===== src/rtl/nor_bus_front.sv =====
module nor_bus_front #(
  parameter int AW      = 17,
  parameter int MIN_LOW = 3
) (
  input  logic          clk,
  input  logic          rst_n,
  input  logic          ce_n,
  input  logic          oe_n,
  input  logic          we_n,
  input  logic          rp_n,
  input  logic          wide,
  input  logic [AW-1:0] addr,
  input  logic [15:0]   dq_in,
  output logic [15:0]   dq_out,
  output logic [15:0]   dq_oe,
  output logic [AW-1:0] rd_addr,
  input  logic [15:0]   rd_data,
  output logic          wr_valid,
  output logic [AW:0]   wr_addr,
  output logic [15:0]   wr_data,
  output logic          wr_byte
);
  localparam int SW = AW + 21;
  localparam int CW = $clog2(MIN_LOW + 1);
  localparam logic [SW-1:0] SYNC_RST = {5'b11101, {(AW+16){1'b0}}};

  logic [SW-1:0] s1, s2;
  logic ce_s, oe_s, we_s, rp_s, wide_s;
  logic [AW-1:0] addr_s;
  logic [15:0] dq_s;
  logic strb_s, strb_q, in_cyc, lat_byte, fall, rise, rd_en;
  logic [CW-1:0] cnt;
  logic [AW:0] lat_addr;

  always_ff @(posedge clk) begin
    if (!rst_n) begin
      s1 <= SYNC_RST;
      s2 <= SYNC_RST;
    end else begin
      s1 <= {ce_n, oe_n, we_n, rp_n, wide, addr, dq_in};
      s2 <= s1;
    end
  end

  assign {ce_s, oe_s, we_s, rp_s, wide_s, addr_s, dq_s} = s2;
  assign strb_s = ce_s | we_s;
  assign fall   = rp_s & oe_s & strb_q & ~strb_s;
  assign rise   = strb_s & ~strb_q;

  always_ff @(posedge clk) begin
    if (!rst_n) begin
      strb_q   <= 1'b0;
      in_cyc   <= 1'b0;
      cnt      <= '0;
      lat_addr <= '0;
      lat_byte <= 1'b0;
      wr_valid <= 1'b0;
      wr_addr  <= '0;
      wr_data  <= '0;
      wr_byte  <= 1'b0;
    end else begin
      strb_q   <= strb_s;
      wr_valid <= 1'b0;
      if (!rp_s || !oe_s) begin
        in_cyc <= 1'b0;
      end else if (fall) begin
        in_cyc   <= 1'b1;
        cnt      <= CW'(1);
        lat_addr <= wide_s ? {1'b0, addr_s} : {addr_s, dq_s[15]};
        lat_byte <= ~wide_s;
      end else if (in_cyc && !strb_s) begin
        if (cnt < CW'(MIN_LOW)) cnt <= cnt + 1'b1;
      end else if (in_cyc && rise) begin
        in_cyc <= 1'b0;
        if (cnt >= CW'(MIN_LOW)) begin
          wr_valid <= 1'b1;
          wr_addr  <= lat_addr;
          wr_data  <= lat_byte ? {8'h00, dq_s[7:0]} : dq_s;
          wr_byte  <= lat_byte;
        end
      end
    end
  end

  assign rd_addr = addr_s;
  assign rd_en   = rp_s & ~ce_s & ~oe_s;
  assign dq_oe   = {{8{rd_en & wide_s}}, {8{rd_en}}};
  assign dq_out  = wide_s ? rd_data
                          : {8'h00, dq_s[15] ? rd_data[15:8] : rd_data[7:0]};
endmodule


===== config.mk =====
export PLATFORM = sky130hd
export DESIGN_NAME = nor_bus_front
export DESIGN_NICKNAME = d
export VERILOG_FILES = /design/src/rtl/nor_bus_front.sv
export SDC_FILE = /design/constraint.sdc
export NUM_CORES = 1
export LEC_CHECK = 0
export ABC_AREA = 1
export BUFFER_PORTS_ARGS = -buffer_cell sky130_fd_sc_hd__buf_4
export CAP_MARGIN = 20
export CORE_AREA = 2 2 166 127
export CTS_BUF_LIST = sky130_fd_sc_hd__clkbuf_16
export DETAILED_ROUTE_END_ITERATION = 7
export DIE_AREA = 0 0 168 129
export GPL_TIMING_DRIVEN = 0
export PLACE_DENSITY_LB_ADDON = 0.12
export SLEW_MARGIN = 25
export SYNTH_ARGS = -nofsm -noshare
export SYNTH_HDL_FRONTEND = slang
export SYNTH_SLANG_ARGS = --single-unit

===== constraint.sdc =====
create_clock -name clk -period 2 [get_ports clk]
set_input_delay 0.4 -clock clk [delete_from_list [all_inputs] [get_ports clk]]
set_output_delay 0.4 -clock clk [all_outputs]
set_load 0.01 [all_outputs]

==> results.json <==
{
  "outcome": "complete, no violations",
  "layout_min_cycle_time_ps": 1942,
  "timing.rr.end": "wr_data[14]$_SDFFE_PN0P_",
  "peakVddDrop_uv": 469.9,
  "drt_iter0_markers": 209,
  "final_net_count": 834,
  "drt-total-wl_um": 12960,
  "port_buffers": 139,
  "rsz0062_at_grt": "yes",
  "grt_pass1_wl_um": 21030,
  "antenna_found_initial": 0,
  "rows": 45,
  "busiest_layer": "met2",
  "globalRouteMet3Util": 0.04737,
  "cts_inserted_buffers": 17,
  "met1_usage": 0.1675,
  "min_to": "s1[2]$_SDFF_PN0_",
  "grt_util_met2": 0.1949,
  "r2r-start": "s2[37]$_SDFF_PN1_",
  "ant_nets": 0,
  "drcViolationCount": 0,
  "cp_max_fo": 10,
  "min_from": "dq_in[2]",
  "cap_violations": 0,
  "cts_tree": "yes",
  "core-area_mm2": 0.01999,
  "netlist_instances": 613,
  "first_pass_iters": 4,
  "setup_viol": 0,
  "initial_core_util": 0.2476,
  "cts_sinks": 135,
  "fmax_mhz": 515.0,
  "num_io_pins": 141,
  "worstSetupPathType": "register to output pin",
  "vias": 4108,
  "cts.clk_slew.worst_paths_ps": 60,
  "fp.dieW_um": 168,
  "ys_ff_latch": 135,
  "cts-root-buf": "clkbuf_16",
  "via_per_inst": 3.920,
  "syn_area_per_cell_um2": 8.073,
  "worst_pin_slew_ps": 536.9,
  "die_y_um": 129,
  "syn-cell-area_mm2": 0.004948,
  "critPathRequiredTime_ps": 1600,
  "hold_depth": 3,
  "whs_ps": 167.3,
  "drive_gt1_frac": 0.3253,
  "min_path_type": "input port to register",
  "fin_area_mm2": 0.007061,
  "diodes": 0,
  "syn_to_final_growth_pct": 42.68,
  "reg2reg_setup_slack_ps": 480,
  "synth_seq_area_share": 0.5461,
  "arrival_ps": 1540,
  "dpl_cell_area_mm2": 0.006321,
  "clock_latency_ps": 410,
  "startpoint_type": "register",
  "dieArea_mm2": 0.02167,
  "grt_max_degree": 17,
  "synth_warnings": 0,
  "clockBufferDepth": 2,
  "grt_usage": 0.1272,
  "drv_slew": 0,
  "maxSlewHeadroom": 0.6421,
  "globalplace.congestion": 0.7370,
  "grt_pass1_vias": 4164,
  "fin_skew_ps": 7.135,
  "p_leak_nw": 3.732,
  "ff2ff_path_depth": 6,
  "yosysUniqueCellTypes": 24,
  "cp-end-kind": "output pin",
  "power.density_mw_per_mm2": 919.9,
  "dp.final_hpwl_um": 9862,
  "htree_levels": 4,
  "syn-num-nets": 670,
  "overflow": 0,
  "finalCritPeriodShare": 0.9708,
  "routedWlPerCell_um": 12.37,
  "hold_buffers": 0,
  "p_total_mw": 6.495,
  "timing_hold_violations_final": 0
}
worst max-delay path, cell delays in order, from the launching register on:
cell	delay, ps
dfxtp_2	320
buf_6	120
inv_8	50
nand2_4	120
mux2_2	360
buf_4	150
power by group:
group          switching [mW]  internal [mW]
logic                   0.182          0.191
registers              0.0330           2.76
clock network            1.13           2.19
per-stage QoR:
stage               TNS (ps)  cells  utilization  setup slack, ps
CTS                        0   1047       0.3525            10.66
global placement       -1317   1010       0.3162           -176.3
floorplan                  0    613            -            92.14
detailed placement     -1986   1010       0.3162           -265.8
global route          -345.2   1048       0.3532           -40.64
finish                     0   1048       0.3532            58.38
state kept, by name (all words and copies together), names as in the netlist:
signal and count:
cnt 2, in_cyc 1, lat_addr 18, lat_byte 1, s1 38, s2 38, strb_q 1, wr_addr 18
wr_byte 1, wr_data 16, wr_valid 1
placed cells by master, fill, tap and decap left out, drive strengths merged, types with 7 or more instances in the layout:
| cell type | n |
|---|---|
| buf | 196 |
| nand4 | 7 |
| nand3 | 33 |
| mux2 | 8 |
| nor2 | 44 |
| dfxtp | 135 |
| or2 | 8 |
| clkbuf | 28 |
| nand2 | 167 |
| clkinv | 7 |
| inv | 88 |
| o21ai | 21 |
| a21oi | 37 |
cell families after synthesis:
logic type / Yosys count / share of synthesized area
and+or+nand+nor: 262 / 0.2273
adders and majority gates: 1 / 0.002528
buffers and inverters: 149 / 0.1472
AOI/OAI and AO/OA: 58 / 0.05866
DFF: 135 / 0.5461
muxes: 8 / 0.01821
timing repair:
action                     CTS  global route
setup endpoints to repair   32            23
gates cloned                 0             0
resized for setup           13             4
pin swaps                    1             0
hold endpoints to repair     0             0
buffers inserted             5             1
metal layers:
metal  share of wire  wire, um
met5               0         0
met4          0.0081       105
met1            0.50      6486
met2            0.43      5616
met3           0.058       750
worst max path at each step:
stage | slack (ps) | depth (start not counted) | start | to
global route | -40 | 7 | s2[33]$_SDFF_PN1_ | dq_oe[10]
CTS | 10 | 7 | s2[33]$_SDFF_PN1_ | dq_oe[15]
detailed placement | -270 | 6 | s2[33]$_SDFF_PN1_ | dq_oe[15]
global placement | -180 | 6 | s2[33]$_SDFF_PN1_ | dq_oe[12]
finish | 60 | 5 | s2[33]$_SDFF_PN1_ | dq_out[2]
floorplan | 90 | 5 | s2[33]$_SDFF_PN1_ | dq_oe[10]
cells in the mapped netlist, drive strengths merged:
| cell | count | area share |
|---|---|---|
| nor4 | 2 | 0.0025 |
| or2 | 8 | 0.010 |
| dfxtp | 135 | 0.55 |
| buf | 51 | 0.073 |
| ha | 1 | 0.0025 |
| nand4 | 7 | 0.0088 |
| o21ai | 21 | 0.021 |
| nand3 | 33 | 0.033 |
| nor2 | 44 | 0.042 |
| nand2 | 167 | 0.13 |
| nor3 | 1 | 0.0010 |
| mux2 | 8 | 0.018 |
| clkinv | 1 | 0.00076 |
| clkbuf | 11 | 0.0083 |
| a21oi | 37 | 0.037 |
| inv | 86 | 0.065 |
final cells by class:
| type | count | area [um^2] |
|---|---|---|
| Multi-Input combinational cell | 329 | 1549 |
| Sequential cell | 135 | 2704 |
| Buffer | 62 | 424.2 |
| Fill cell | 2086 | 12930 |
| Clock inverter | 15 | 209.0 |
| Timing Repair Buffer | 145 | 1092 |
| Clock buffer | 17 | 425.4 |
| Tap cell | 258 | 322.8 |
| Inverter | 87 | 334.1 |
No activity file was read; power rests on OpenSTA's default activity.
